**config.mk**
```make
export PLATFORM = sky130hd
export DESIGN_NAME = rx_sample_diag
export DESIGN_NICKNAME = d
export VERILOG_FILES = /design/src/rtl/rx_diag_pkg.sv /design/src/rtl/rx_samp_calc.sv /design/src/rtl/rx_amp_track.sv /design/src/rtl/rx_ant_monitor.sv /design/src/rtl/rx_sample_diag.sv
export SDC_FILE = /design/constraint.sdc
export NUM_CORES = 1
export LEC_CHECK = 0
export BUFFER_PORTS_ARGS = -buffer_cell sky130_fd_sc_hd__buf_2
export CAP_MARGIN = 20
export CORE_ASPECT_RATIO = 1.1
export CORE_UTILIZATION = 39
export DETAILED_ROUTE_END_ITERATION = 10
export PLACE_DENSITY_LB_ADDON = 0.25
export SLEW_MARGIN = 20
export SYNTH_ARGS = -nofsm -noshare
export SYNTH_HDL_FRONTEND = slang
export SYNTH_HIERARCHICAL = 1
export SYNTH_SLANG_ARGS = --single-unit
```
**constraint.sdc**
```tcl
create_clock -name clk -period 1.6 [get_ports clk]
set_input_delay 0.32 -clock clk [delete_from_list [all_inputs] [get_ports clk]]
set_output_delay 0.32 -clock clk [all_outputs]
set_load 0.02 [all_outputs]
```
**src/rtl/rx_diag_pkg.sv**
```systemverilog
package rx_diag_pkg;
  typedef enum logic [1:0] {
    PM_ACTIVE = 2'b00,
    PM_IDLE   = 2'b01,
    PM_DOWN   = 2'b10,
    PM_OFF    = 2'b11
  } pwr_mode_e;
endpackage

```
**src/rtl/rx_samp_calc.sv**
```systemverilog
module rx_samp_calc #(
  parameter int PHASE_W  = 6,
  parameter int OFFS_W   = 6,
  parameter int TS_W     = 7,
  parameter int SETTLE_W = 8
) (
  input  logic                clk,
  input  logic                rst_ni,
  input  logic                phase_valid,
  input  logic [PHASE_W-1:0]  phase_in,
  input  logic [OFFS_W-1:0]   offset_in,
  input  logic [SETTLE_W-1:0] settle_len,
  output logic [TS_W-1:0]     samp_time,
  output logic [PHASE_W-1:0]  phase_rpt,
  output logic                data_valid
);
  localparam int SUM_W  = ((PHASE_W + 1 > OFFS_W) ? PHASE_W + 1 : OFFS_W) + 1;
  localparam int TS_MAX = (1 << TS_W) - 1;

  logic [SUM_W-1:0]    sum;
  logic [TS_W-1:0]     ts_d, ts_q;
  logic [PHASE_W-1:0]  ph_q;
  logic [SETTLE_W-1:0] cnt_d, cnt_q;
  logic                set_d, set_q;

  always_comb begin
    sum = SUM_W'({phase_in, 1'b0}) + SUM_W'(offset_in);
    if (32'(sum) > TS_MAX) ts_d = TS_W'(TS_MAX);
    else                   ts_d = TS_W'(sum);
    set_d = set_q | phase_valid;
    if (phase_valid)       cnt_d = settle_len;
    else if (cnt_q != '0)  cnt_d = cnt_q - 1'b1;
    else                   cnt_d = cnt_q;
  end

  always_ff @(posedge clk or negedge rst_ni) begin
    if (!rst_ni) begin
      ts_q  <= '0;
      ph_q  <= '0;
      cnt_q <= '0;
      set_q <= 1'b0;
    end else begin
      if (phase_valid) begin
        ts_q <= ts_d;
        ph_q <= phase_in;
      end
      cnt_q <= cnt_d;
      set_q <= set_d;
    end
  end

  assign samp_time  = ts_q;
  assign phase_rpt  = ph_q;
  assign data_valid = set_q && (cnt_q == '0);

  AST_TS_HOLD: assert property (@(posedge clk) disable iff (!rst_ni)
    !phase_valid |=> $stable(samp_time) && $stable(phase_rpt));
  AST_TS_FLOOR: assert property (@(posedge clk) disable iff (!rst_ni)
    phase_valid |=> (32'(samp_time) >= 32'($past(offset_in))));
  AST_TS_CEIL: assert property (@(posedge clk) disable iff (!rst_ni)
    phase_valid |=> (32'(samp_time) >= 32'($past(phase_in)) || samp_time == TS_W'(TS_MAX)));
  AST_SETTLE_LOW: assert property (@(posedge clk) disable iff (!rst_ni)
    (phase_valid && settle_len != '0) |=> !data_valid);
endmodule

```
**src/rtl/rx_amp_track.sv**
```systemverilog
module rx_amp_track #(
  parameter int AMP_W = 8
) (
  input  logic             clk,
  input  logic             rst_ni,
  input  logic             acq_amp,
  input  logic [AMP_W-1:0] amp_in,
  output logic             amp_cmp
);
  logic [AMP_W-1:0] ref_q;
  logic             cmp_d, cmp_q;

  always_comb begin
    if (acq_amp) cmp_d = 1'b0;
    else         cmp_d = (amp_in > ref_q);
  end

  always_ff @(posedge clk or negedge rst_ni) begin
    if (!rst_ni) begin
      ref_q <= '0;
      cmp_q <= 1'b0;
    end else begin
      if (acq_amp) ref_q <= amp_in;
      cmp_q <= cmp_d;
    end
  end

  assign amp_cmp = cmp_q;

  AST_ACQ_ZERO: assert property (@(posedge clk) disable iff (!rst_ni)
    acq_amp |=> !amp_cmp);
  AST_REF_HOLD: assert property (@(posedge clk) disable iff (!rst_ni)
    !acq_amp |=> $stable(ref_q));
  AST_CMP_EQUAL: assert property (@(posedge clk) disable iff (!rst_ni)
    (acq_amp ##1 (!acq_amp && amp_in == $past(amp_in))) |=> !amp_cmp);
endmodule

```
**src/rtl/rx_ant_monitor.sv**
```systemverilog
module rx_ant_monitor
  import rx_diag_pkg::*;
(
  input  logic       clk,
  input  logic       rst_ni,
  input  logic       carrier_tick,
  input  logic       rx_above_thr,
  input  logic [1:0] pwr_mode,
  input  logic       osc_ready,
  input  logic       drv_en,
  output logic       ant_fail,
  output logic       stat_valid
);
  pwr_mode_e mode;
  logic      undef;
  logic      fail_d, fail_q, vld_d, vld_q;

  always_comb begin
    mode   = pwr_mode_e'(pwr_mode);
    undef  = (mode != PM_ACTIVE) || !osc_ready || !drv_en;
    fail_d = fail_q;
    vld_d  = vld_q;
    if (undef) begin
      fail_d = 1'b0;
      vld_d  = 1'b0;
    end else if (carrier_tick) begin
      fail_d = !rx_above_thr;
      vld_d  = 1'b1;
    end
  end

  always_ff @(posedge clk or negedge rst_ni) begin
    if (!rst_ni) begin
      fail_q <= 1'b0;
      vld_q  <= 1'b0;
    end else begin
      fail_q <= fail_d;
      vld_q  <= vld_d;
    end
  end

  assign ant_fail   = fail_q;
  assign stat_valid = vld_q;

  AST_UNDEF_CLEAR: assert property (@(posedge clk) disable iff (!rst_ni)
    undef |=> (!ant_fail && !stat_valid));
  AST_FAIL_HOLD: assert property (@(posedge clk) disable iff (!rst_ni)
    (!undef && !carrier_tick) |=> $stable(ant_fail));
  AST_TICK_VALID: assert property (@(posedge clk) disable iff (!rst_ni)
    (!undef && carrier_tick) |=> stat_valid);
endmodule

```
**src/rtl/rx_sample_diag.sv**
```systemverilog
module rx_sample_diag #(
  parameter int PHASE_W  = 6,
  parameter int OFFS_W   = 6,
  parameter int TS_W     = 7,
  parameter int SETTLE_W = 8,
  parameter int AMP_W    = 8
) (
  input  logic                clk,
  input  logic                rst_n,
  input  logic                phase_valid,
  input  logic [PHASE_W-1:0]  phase_in,
  input  logic [OFFS_W-1:0]   offset_in,
  input  logic [SETTLE_W-1:0] settle_len,
  input  logic                acq_amp,
  input  logic [AMP_W-1:0]    amp_in,
  input  logic                carrier_tick,
  input  logic                rx_above_thr,
  input  logic [1:0]          pwr_mode,
  input  logic                osc_ready,
  input  logic                drv_en,
  output logic [TS_W-1:0]     samp_time,
  output logic [PHASE_W-1:0]  phase_rpt,
  output logic                data_valid,
  output logic                amp_cmp,
  output logic                ant_fail,
  output logic                stat_valid
);
  logic [1:0] rst_sync_q;
  logic       rst_ni;

  always_ff @(posedge clk or negedge rst_n) begin
    if (!rst_n) rst_sync_q <= 2'b00;
    else        rst_sync_q <= {rst_sync_q[0], 1'b1};
  end
  assign rst_ni = rst_sync_q[1];

  rx_samp_calc #(
    .PHASE_W(PHASE_W), .OFFS_W(OFFS_W), .TS_W(TS_W), .SETTLE_W(SETTLE_W)
  ) u_calc (
    .clk(clk), .rst_ni(rst_ni), .phase_valid(phase_valid),
    .phase_in(phase_in), .offset_in(offset_in), .settle_len(settle_len),
    .samp_time(samp_time), .phase_rpt(phase_rpt), .data_valid(data_valid)
  );

  rx_amp_track #(.AMP_W(AMP_W)) u_amp (
    .clk(clk), .rst_ni(rst_ni), .acq_amp(acq_amp), .amp_in(amp_in),
    .amp_cmp(amp_cmp)
  );

  rx_ant_monitor u_ant (
    .clk(clk), .rst_ni(rst_ni), .carrier_tick(carrier_tick),
    .rx_above_thr(rx_above_thr), .pwr_mode(pwr_mode),
    .osc_ready(osc_ready), .drv_en(drv_en),
    .ant_fail(ant_fail), .stat_valid(stat_valid)
  );
endmodule

```
======== Word level (Yosys, flattened, before mapping) ========
Index checks and enable logic that the tools add are counted.
cells by class
  add/subtract/negate cells ............... 2
  order comparisons ....................... 2
  muxes and demuxes ....................... 8
  bitwise logic cells ..................... 1
  reductions and logical operators ........ 11
operators with widths
  cell                                                 count
  two-way mux 8 bit                                    2
  adder 7 x 6 -> 8 bit                                 1
  > comparator 8 x 7 -> 1 bit (second input constant)  1
  > comparator 8 bit                                   1
  zero test 8 bit                                      1
  nonzero test 8 bit                                   1
  subtractor 8 x 1 -> 8 bit (second input constant)    1
  two-way mux 7 bit                                    1
  nonzero test 2 bit                                   3
  two-way mux 1 bit                                    5
  zero test 1 bit                                      3
  logical OR 1 bit                                     2
  logical AND 1 bit                                    1
  bitwise OR 1 bit                                     1
word-level totals
  flip-flop bits (word level) ............. 35
  logic and storage cells ................. 33

======== Depth between registers and ports, before layout ========
Gate-level depths: netlist of the first run.
  depth after elaboration ................. 4
  depth in mapped cells ................... 6

======== Cells and area by module ========
Netlist of the first run, hierarchy kept.
modules (own cells, without submodules)
  module          instances  cells each  area each (um^2)  sequential area each (um^2)
  rx_samp_calc    1          122         1278.7            550.5
  rx_amp_track    1          54          518.0             225.2
  rx_ant_monitor  1          8           106.4             50.0
  rx_sample_diag  1          3           53.8              50.0

======== Worst setup path after synthesis of the first run ========
No wires, ideal clock.
  path type ............................... input port to flip-flop
  from .................................... input port phase_in[0]
  to ...................................... register u_calc.ts_q[0] (netlist: u_calc/samp_time[0])
  setup time .............................. 0.121 ns
  arrival time ............................ 1.604 ns
  required time ........................... 1.479 ns
  path slack .............................. -0.125 ns
  stages .................................. 5
  buffers on the path ..................... 0
  cells stage by stage .................... ha_1 > fa_1 > a211oi_2 > o311ai_1 > o22a_1
between the ends
  cells in the longest elaborated chain, start to end .. 3
ends and longest elaborated chain
  what                         RTL line              RTL
  from (decl)                  rx_sample_diag.sv:11  input logic [PHASE_W-1:0] phase_in,
  adder 7 x 6 -> 8 bit         rx_samp_calc.sv:27    sum = SUM_W'({phase_in, 1'b0}) + SUM_W'(offset_in);
  > comparator 8 x 7 -> 1 bit  rx_samp_calc.sv:28    if (32'(sum) > TS_MAX) ts_d = TS_W'(TS_MAX);
  two-way mux 7 bit            rx_samp_calc.sv:28
  to (signal assigned)         rx_samp_calc.sv:44    ts_q <= ts_d;
  to (decl)                    rx_samp_calc.sv:21    logic [TS_W-1:0] ts_d, ts_q;
Every way passes these cells.
A chain may end at the register's enable or synchronous reset.

======== Final worst setup path of the first run ========
  from .................................... register u_calc.cnt_q[0]
  to ...................................... output port data_valid
between the ends
  cells in the longest elaborated chain, start to end .. 2
ends and longest elaborated chain
  what                    RTL line              RTL
  from (decl)             rx_samp_calc.sv:23    logic [SETTLE_W-1:0] cnt_d, cnt_q;
  from (signal assigned)  rx_samp_calc.sv:47    cnt_q <= cnt_d;
  zero test 8 bit         rx_samp_calc.sv:54    assign data_valid = set_q && (cnt_q == '0);
  logical AND 1 bit       rx_samp_calc.sv:54
  to (decl)               rx_sample_diag.sv:23  output logic data_valid,
Every way passes these cells.

==> metrics.md, run 1 <==
| Metric | Value |
|---|---|
| First DRT Iteration DRCs | `47` |
| Pin count of the biggest net entering global routing | `34` |
| Synth Instances | `187` |
| Post-route setup TNS | `-131 ps` |
| Filler instances | `435` |
| Ys flop type | `dfrtp_1` |
| Initial Utilization | `41.2%` |
| DP Cell Count | `306` |
| Max Clock Freq | `578 MHz` |
| R2R Setup Slk | `60 ps` |
| Top Family by Delay on Critical Path | `simple AND/OR/NAND/NOR gates` |
| Synth Area per Inst | `10.5 um^2` |
| Gate power share | `28.1%` |
| Clk sinks | `35` |
| Row Count | `26` |
| CP startpoint kind | `flop` |
| Drt total wl | `4360 um` |
| EDFF count, synth | `0` |
| Setup Skew | `9.79 ps` |
| Die height | `76.3 um` |
| IO buf count | `54` |
| Dpl hpwl | `3130 um` |
| Core region area | `0.00475 mm^2` |
| NumNets Final | `320` |
| R2R Path Start | `u_calc/cnt_q[0]` |
| Final Cell Area | `0.00260 mm^2` |
| Pwr per Cell Area | `884 mW/mm^2` |
| Unrepaired setup endpoints after global routing | `yes` |
| DRC Markers | `0` |
| Initial antenna violation count | `0` |
| Tcrit/Tclk final | `108%` |
| Ant. Diodes | `0` |
| Max stage delay on crit path | `390 ps` |
| WL/cell | `13.5 um` |
| Finished Layout Cells | `323` |
| Reg power frac | `45.3%` |
| Req. time, crit path | `1280 ps` |
| CP Cell Sequence | `inv_2 > ha_4 > nor3b_4 > and3_4 > buf_6` |
| Switching share of power | `30.7%` |
| Failing checks | `negative setup slack` |
| Critical path class | `flop to primary output` |
| Hold Path Stages | `2` |
| Reg clk slew, reported paths | `70 ps` |
| Clk network pwr share | `26.6%` |
| Leak | `1.21 nW` |
| Hold Vio Cnt, Final | `0` |
| CTS tree | `done` |
| Total track usage | `17.9%` |
| H-tree depth | `2` |
| Final setup margin | `-131 ps` |
| Net count after synthesis | `241` |
| Yosys cell types | `49` |
| Cell Int Power | `1.60 mW` |
| Min-delay src | `pwr_mode[0]` |
| Placed inst area | `0.00241 mm^2` |
| Io pins | `55` |
| Max Cap Viol | `0` |
| Register area share after synthesis | `44.8%` |
| Post-synth ARST share | `100%` |
| Share of cells above drive strength 1 | `42.3%` |
| Via/cell ratio | `5.17` |
| Switch Pwr | `0.707 mW` |
| Gr ovfl total | `0` |
| Clock Latency Late Sink | `280 ps` |
| Vias after detailed routing | `1671` |
| Hold crit path type | `input pin to flop` |
| Slew Limit Fails | `0` |
| Worst path arrival time | `1410 ps` |
| Area grow syn2layout | `33.1%` |
| Worst flop-to-flop path endpoint | `u_calc/cnt_q[1]` |
| CTS Root Cell | `clkbuf_8` |
| Worst-path fanout max | `2` |
| Hold WS | `241 ps` |
| Seq cells post-synth | `35` |
| Mapped Area | `0.00196 mm^2` |
| R2R cell count | `8` |
| Global-route wire length before repair | `7650 um` |
| Crit-path slowest cell | `dfrtp_1` |
| Endpoint class of the critical path | `primary output` |
| CP bufs+invs | `2` |
| Post-layout min period | `1730 ps` |
| Hold endpoint | `u_ant/stat_valid` |
| Endpoints failing setup | `1` |
| Die width | `69.5 um` |
| DIE AREA | `0.00531 mm^2` |
| Outcome | `finished with violations` |
| GP Congestion | `0.821` |
| Fin util | `54.8%` |
| Peak VDD IR | `435 uV` |
| First-pass detailed-route iteration total | `4` |
| CTS buffer count | `5` |
| Synthesis Warnings | `6` |
| Number of global-route vias before repair | `1740` |
| CTS Buffer Depth | `2` |
| Post-DRT Antenna Nets | `0` |
layout make-up:
class / instances / area (um^2) / share of cell area (%)
Multi-Input combinational cell: 134 / 1070 / 41.0
Sequential cell: 35 / 881 / 33.8
Timing Repair Buffer: 78 / 459 / 17.6
Clock buffer: 7 / 76.3 / 2.93
Tap cell: 56 / 70.1 / 2.69
Inverter: 12 / 45.0 / 1.73
Clock inverter: 1 / 5.00 / 0.192
per-stage QoR:
stage	worst slack (ps)	total power, mW
after floorplan	-21.4	1.42
after global placement	-203	1.64
after detailed placement	-242	1.65
after CTS	-113	2.31
after global routing	-179	2.45
final	-131	2.30
registers in the layout, summed over array words and instances (netlist names):
| name | count |
|---|---|
| u_amp/ref_q | 8 |
| u_calc/cnt_q | 8 |
| u_calc/samp_time | 7 |
| u_calc/phase_rpt | 6 |
| rst_sync_q | 2 |
| u_amp/amp_cmp | 1 |
| u_ant/ant_fail | 1 |
| u_ant/stat_valid | 1 |
| u_calc/set_q | 1 |
cell families (layout without fill, tap and decap cells):
family	Yosys count	after routing	share of synthesized area [%]
compound gates	46	46	17.1
simple gates	61	61	18.1
flops	35	35	44.8
other cells	1	1	0.192
fa+ha+maj	16	16	10.6
buf+inv	18	98	3.84
mux	7	7	4.03
xor+xnor	3	3	1.34
Yosys cell counts, types with 2 or more instances:
master,n,area [um^2]
clkbuf_1,2,7.51
nand4_1,4,25.0
o22ai_1,2,12.5
dfrtp_1,35,876
inv_1,12,45.0
nand2_1,17,63.8
a211o_1,3,26.3
o31a_1,2,17.5
a21oi_1,12,60.1
buf_2,3,15.0
o21ai_1,4,20.0
o31ai_1,3,22.5
nor3b_1,2,15.0
or2_2,2,12.5
nor3_1,4,20.0
and3_1,2,12.5
ha_1,15,188
o21ai_0,7,35.0
nand4b_1,2,17.5
nand2b_1,3,18.8
nor2_1,11,41.3
o22a_1,3,26.3
nor4_1,2,12.5
xnor2_1,3,26.3
mux2_2,7,78.8
o311ai_1,2,17.5
layer usage:
metal  vias up  GRT usage (%)  routed length [um]
li1        839              -                   -
met1       786           21.9                1980
met2        40           30.1                2120
met3         6           3.84                 181
met4         0           8.16                  74
met5         -              0                   0
power groups by stage:
stage                     sequential [mW]  combinational, mW  clock, mW
after CTS                            1.04              0.629      0.640
final                                1.04              0.648      0.612
after global placement               1.06              0.580          0
after floorplan                      1.12              0.304          0
after detailed placement             1.06              0.588          0
after global routing                 1.05              0.719      0.674
worst max-delay path by stage:
stage / cells past startpoint / endpoint / start / slack (ps)
CTS: 5 / data_valid / u_calc/cnt_q[1] / -110
global placement: 6 / u_calc/samp_time[1] / phase_in[0] / -200
floorplan: 5 / u_calc/samp_time[6] / phase_in[0] / -20
global route: 5 / data_valid / u_calc/cnt_q[0] / -180
finish: 5 / data_valid / u_calc/cnt_q[0] / -130
detailed placement: 6 / u_calc/samp_time[1] / phase_in[0] / -240
cells in the final DEF (no fill, tap or decap), types with 2 or more instances in the layout:
cell type   n
a211o_1     3
a21oi_1    12
buf_2      53
buf_4      23
clkbuf_1    2
clkbuf_8    5
dfrtp_1    31
dfrtp_2     4
ha_1       13
ha_4        2
inv_1      10
inv_2       2
mux2_2      7
nand2_1    17
nand2b_1    3
nand4_1     4
nand4b_1    2
nor2_1     11
nor3_1      4
nor4_1      2
o21ai_0     6
o21ai_1     5
o22a_1      3
o22ai_1     2
o31a_1      2
o31ai_1     3
or2_2       2
xnor2_1     3
what timing repair did:
action                                 CTS  global route
setup endpoints to repair                1             7
endpoints found under the hold margin    2             0
gates resized for setup                 11             4
buffers inserted                         6             3
hold buffers                             1             0
pin swaps                                3             7
cloned                                   0             0
No activity file was read; power rests on OpenSTA's default activity.
==> run 2: changes to the inputs <==
--- a/config.mk
+++ b/config.mk
@@ -5,14 +5,15 @@
 export SDC_FILE = /design/constraint.sdc
 export NUM_CORES = 1
 export LEC_CHECK = 0
-export BUFFER_PORTS_ARGS = -buffer_cell sky130_fd_sc_hd__buf_2
 export CAP_MARGIN = 20
 export CORE_ASPECT_RATIO = 1.1
 export CORE_UTILIZATION = 39
 export DETAILED_ROUTE_END_ITERATION = 10
+export DONT_BUFFER_PORTS = 1
 export PLACE_DENSITY_LB_ADDON = 0.25
 export SLEW_MARGIN = 20
 export SYNTH_ARGS = -nofsm -noshare
 export SYNTH_HDL_FRONTEND = slang
 export SYNTH_HIERARCHICAL = 1
 export SYNTH_SLANG_ARGS = --single-unit
+export TNS_END_PERCENT = 1
==> metrics.md, run 2 (synthesis results as in run 1) <==
| Metric | Value |
|---|---|
| Switching share of power | `29.1% (was 30.7%)` |
| Met3 routed WL | `293 um (was 181 um)` |
| H-tree depth | `2 (unchanged)` |
| Clock Latency Late Sink | `280 ps (about the same)` |
| CTS buffer count | `5 (unchanged)` |
| Pwr per Cell Area | `989 mW/mm^2 (was 884 mW/mm^2)` |
| Leak | `0.978 nW (was 1.21 nW)` |
| Post-DRT Antenna Nets | `0 (unchanged)` |
| Reg power frac | `49.0% (was 45.3%)` |
| Pwr Total | `2.28 mW (was 2.30 mW)` |
| Final setup margin | `-84.1 ps (was -131 ps)` |
| Max Clock Freq | `594 MHz (was 578 MHz)` |
| CTS Root Cell | `clkbuf_8 (unchanged)` |
| Die height | `76.3 um (unchanged)` |
| Die width | `69.5 um (unchanged)` |
| Area grow syn2layout | `17.6% (was 33.1%)` |
| Reg clk slew, reported paths | `70 ps (about the same)` |
| DIE AREA | `0.00531 mm^2 (unchanged)` |
| Commonest cells after routing, fill and taps aside | `dfrtp_1, nand2_1, buf_4, ha_1 (was buf_2, dfrtp_1, buf_4, nand2_1, ha_1)` |
| Pin count of the biggest net entering global routing | `42 (was 34)` |
| CTS tree | `done (unchanged)` |
| Met2 wire len | `2020 um (was 2120 um)` |
| CTS Buffer Depth | `2 (unchanged)` |
| Hold Vio Cnt, Final | `0 (unchanged)` |
| Share of cells above drive strength 1 | `25.2% (was 42.3%)` |
| Fin util | `48.5% (was 54.8%)` |
| DRC Markers | `0 (unchanged)` |
| WL met1 | `1770 um (was 1980 um)` |
| Unrepaired setup endpoints after global routing | `yes (unchanged)` |
| WL/cell | `15.9 um (was 13.5 um)` |
| Ant. Diodes | `0 (unchanged)` |
| Post-layout min period | `1680 ps (was 1730 ps)` |
| Critical path class | `flop to primary output (unchanged)` |
| Hold WS | `89.5 ps (was 241 ps)` |
| Dpl hpwl | `2980 um (was 3130 um)` |
| Endpoints failing setup | `1 (unchanged)` |
| Endpoint class of the critical path | `primary output (unchanged)` |
| Switch Pwr | `0.663 mW (was 0.707 mW)` |
| Peak VDD IR | `465 uV (was 435 uV)` |
| Commonest non-fill, non-tap cell in the layout | `dfrtp_1 (was buf_2)` |
| R2R Setup Slk | `10 ps (was 60 ps)` |
| First DRT Iteration DRCs | `46 (was 47)` |
| Failing checks | `negative setup slack (unchanged)` |
| Gate power share | `19.9% (was 28.1%)` |
| GP Congestion | `0.814 (was 0.821)` |
| Initial Utilization | `41.2% (unchanged)` |
| Vias after detailed routing | `1482 (was 1671)` |
| Cell Int Power | `1.61 mW (was 1.60 mW)` |
| Total area of sequential cells | `878 um^2 (was 881 um^2)` |
| Filler instances | `454 (was 435)` |
| First-pass detailed-route iteration total | `5 (was 4)` |
| Worst-path fanout max | `4 (was 2)` |
| Io pins | `55 (unchanged)` |
| Clk network pwr share | `31.1% (was 26.6%)` |
| Post-route setup TNS | `-84.1 ps (was -131 ps)` |
| Slew Limit Fails | `0 (unchanged)` |
| Gr ovfl total | `0 (unchanged)` |
| Clk sinks | `35 (unchanged)` |
| DR top layer | `met4 (unchanged)` |
| Max Cap Viol | `0 (unchanged)` |
| Drt total wl | `4160 um (was 4360 um)` |
| IO buf count | `0 (was 54)` |
| Tcrit/Tclk final | `105% (was 108%)` |
| Row Count | `26 (unchanged)` |
| Outcome | `finished with violations (unchanged)` |
| Core region area | `0.00475 mm^2 (unchanged)` |
| Multi-input gate area | `0.00107 mm^2 (about the same)` |
| Global-route wire length before repair | `6980 um (was 7650 um)` |
| Via/cell ratio | `5.66 (was 5.17)` |
| Number of global-route vias before repair | `1574 (was 1740)` |
| CP startpoint kind | `flop (unchanged)` |
| Initial antenna violation count | `0 (unchanged)` |
| Setup Skew | `3.88 ps (was 9.79 ps)` |
| NumNets Final | `259 (was 320)` |
| Worst path arrival time | `1360 ps (was 1410 ps)` |
| Req. time, crit path | `1280 ps (about the same)` |
| Hold crit path type | `input pin to flop (unchanged)` |
| Total track usage | `16.4% (was 17.9%)` |
[run 2: cell count changes in the layout (fill, tap and decap cells not counted), sizes merged]
cell,previous run,this run
buf,77,16
clkbuf,7,8
clkinv,1,0
[run 2: area by class of cell]
cell class / instances / area share (%)
Sequential cell: 35 / 38.2
Clock buffer: 8 / 4.35
Timing Repair Buffer: 17 / 5.98
Inverter: 12 / 1.96
Multi-Input combinational cell: 134 / 46.5
Tap cell: 56 / 3.04
[run 2: final timing paths]
kind | startpoint | end | depth (start not counted)
setup / recovery | u_calc/cnt_q[4] | data_valid | 2
hold / removal | pwr_mode[0] | u_ant/ant_fail | 1
setup reg to reg | u_calc/cnt_q[0] | u_calc/cnt_q[0] | 8
hold reg to reg | rst_sync_q[1] | u_calc/cnt_q[6] | 1
max in group asynchronous | rst_sync_q[1] | u_calc/cnt_q[3] | 1
min in group asynchronous | rst_n | rst_sync_q[1] | 1
[run 2: stage by stage]
stage	area, um^2	std cells	setup slack (ps)
global route	2300	262	-137
detailed placement	2090	245	-110
CTS	2260	258	-97.1
global placement	2090	245	-75.8
floorplan	1990	187	-21.4
finish	2300	262	-84.1
[run 2: worst max-delay path: stages, from the launching register on]
cell	delay, ps
dfrtp_2	440
nor4_4	360
and3_4	280
[run 2: power groups by stage]
| stage | registers [mW] | logic (mW) | clock network [mW] |
|---|---|---|---|
| global placement | 1.13 | 0.375 | 0 |
| CTS | 1.12 | 0.420 | 0.734 |
| global route | 1.13 | 0.505 | 0.775 |
| floorplan | 1.12 | 0.304 | 0 |
| finish | 1.11 | 0.453 | 0.709 |
| detailed placement | 1.13 | 0.391 | 0 |
[run 2: layer usage]
layer  up-vias  track usage, %
li1        708               -
met1       720            17.7
met2        44            28.0
met3        10            6.75
met4         0            7.55
met5         -               0
[run 2: repair_timing]
action,in CTS,in global routing
pin swaps,3,5
gates resized for setup,9,5
endpoints found under the hold margin,2,0
setup buffers,4,5
hold buffers,1,0
endpoints found under the setup margin,1,7
cloned,0,0
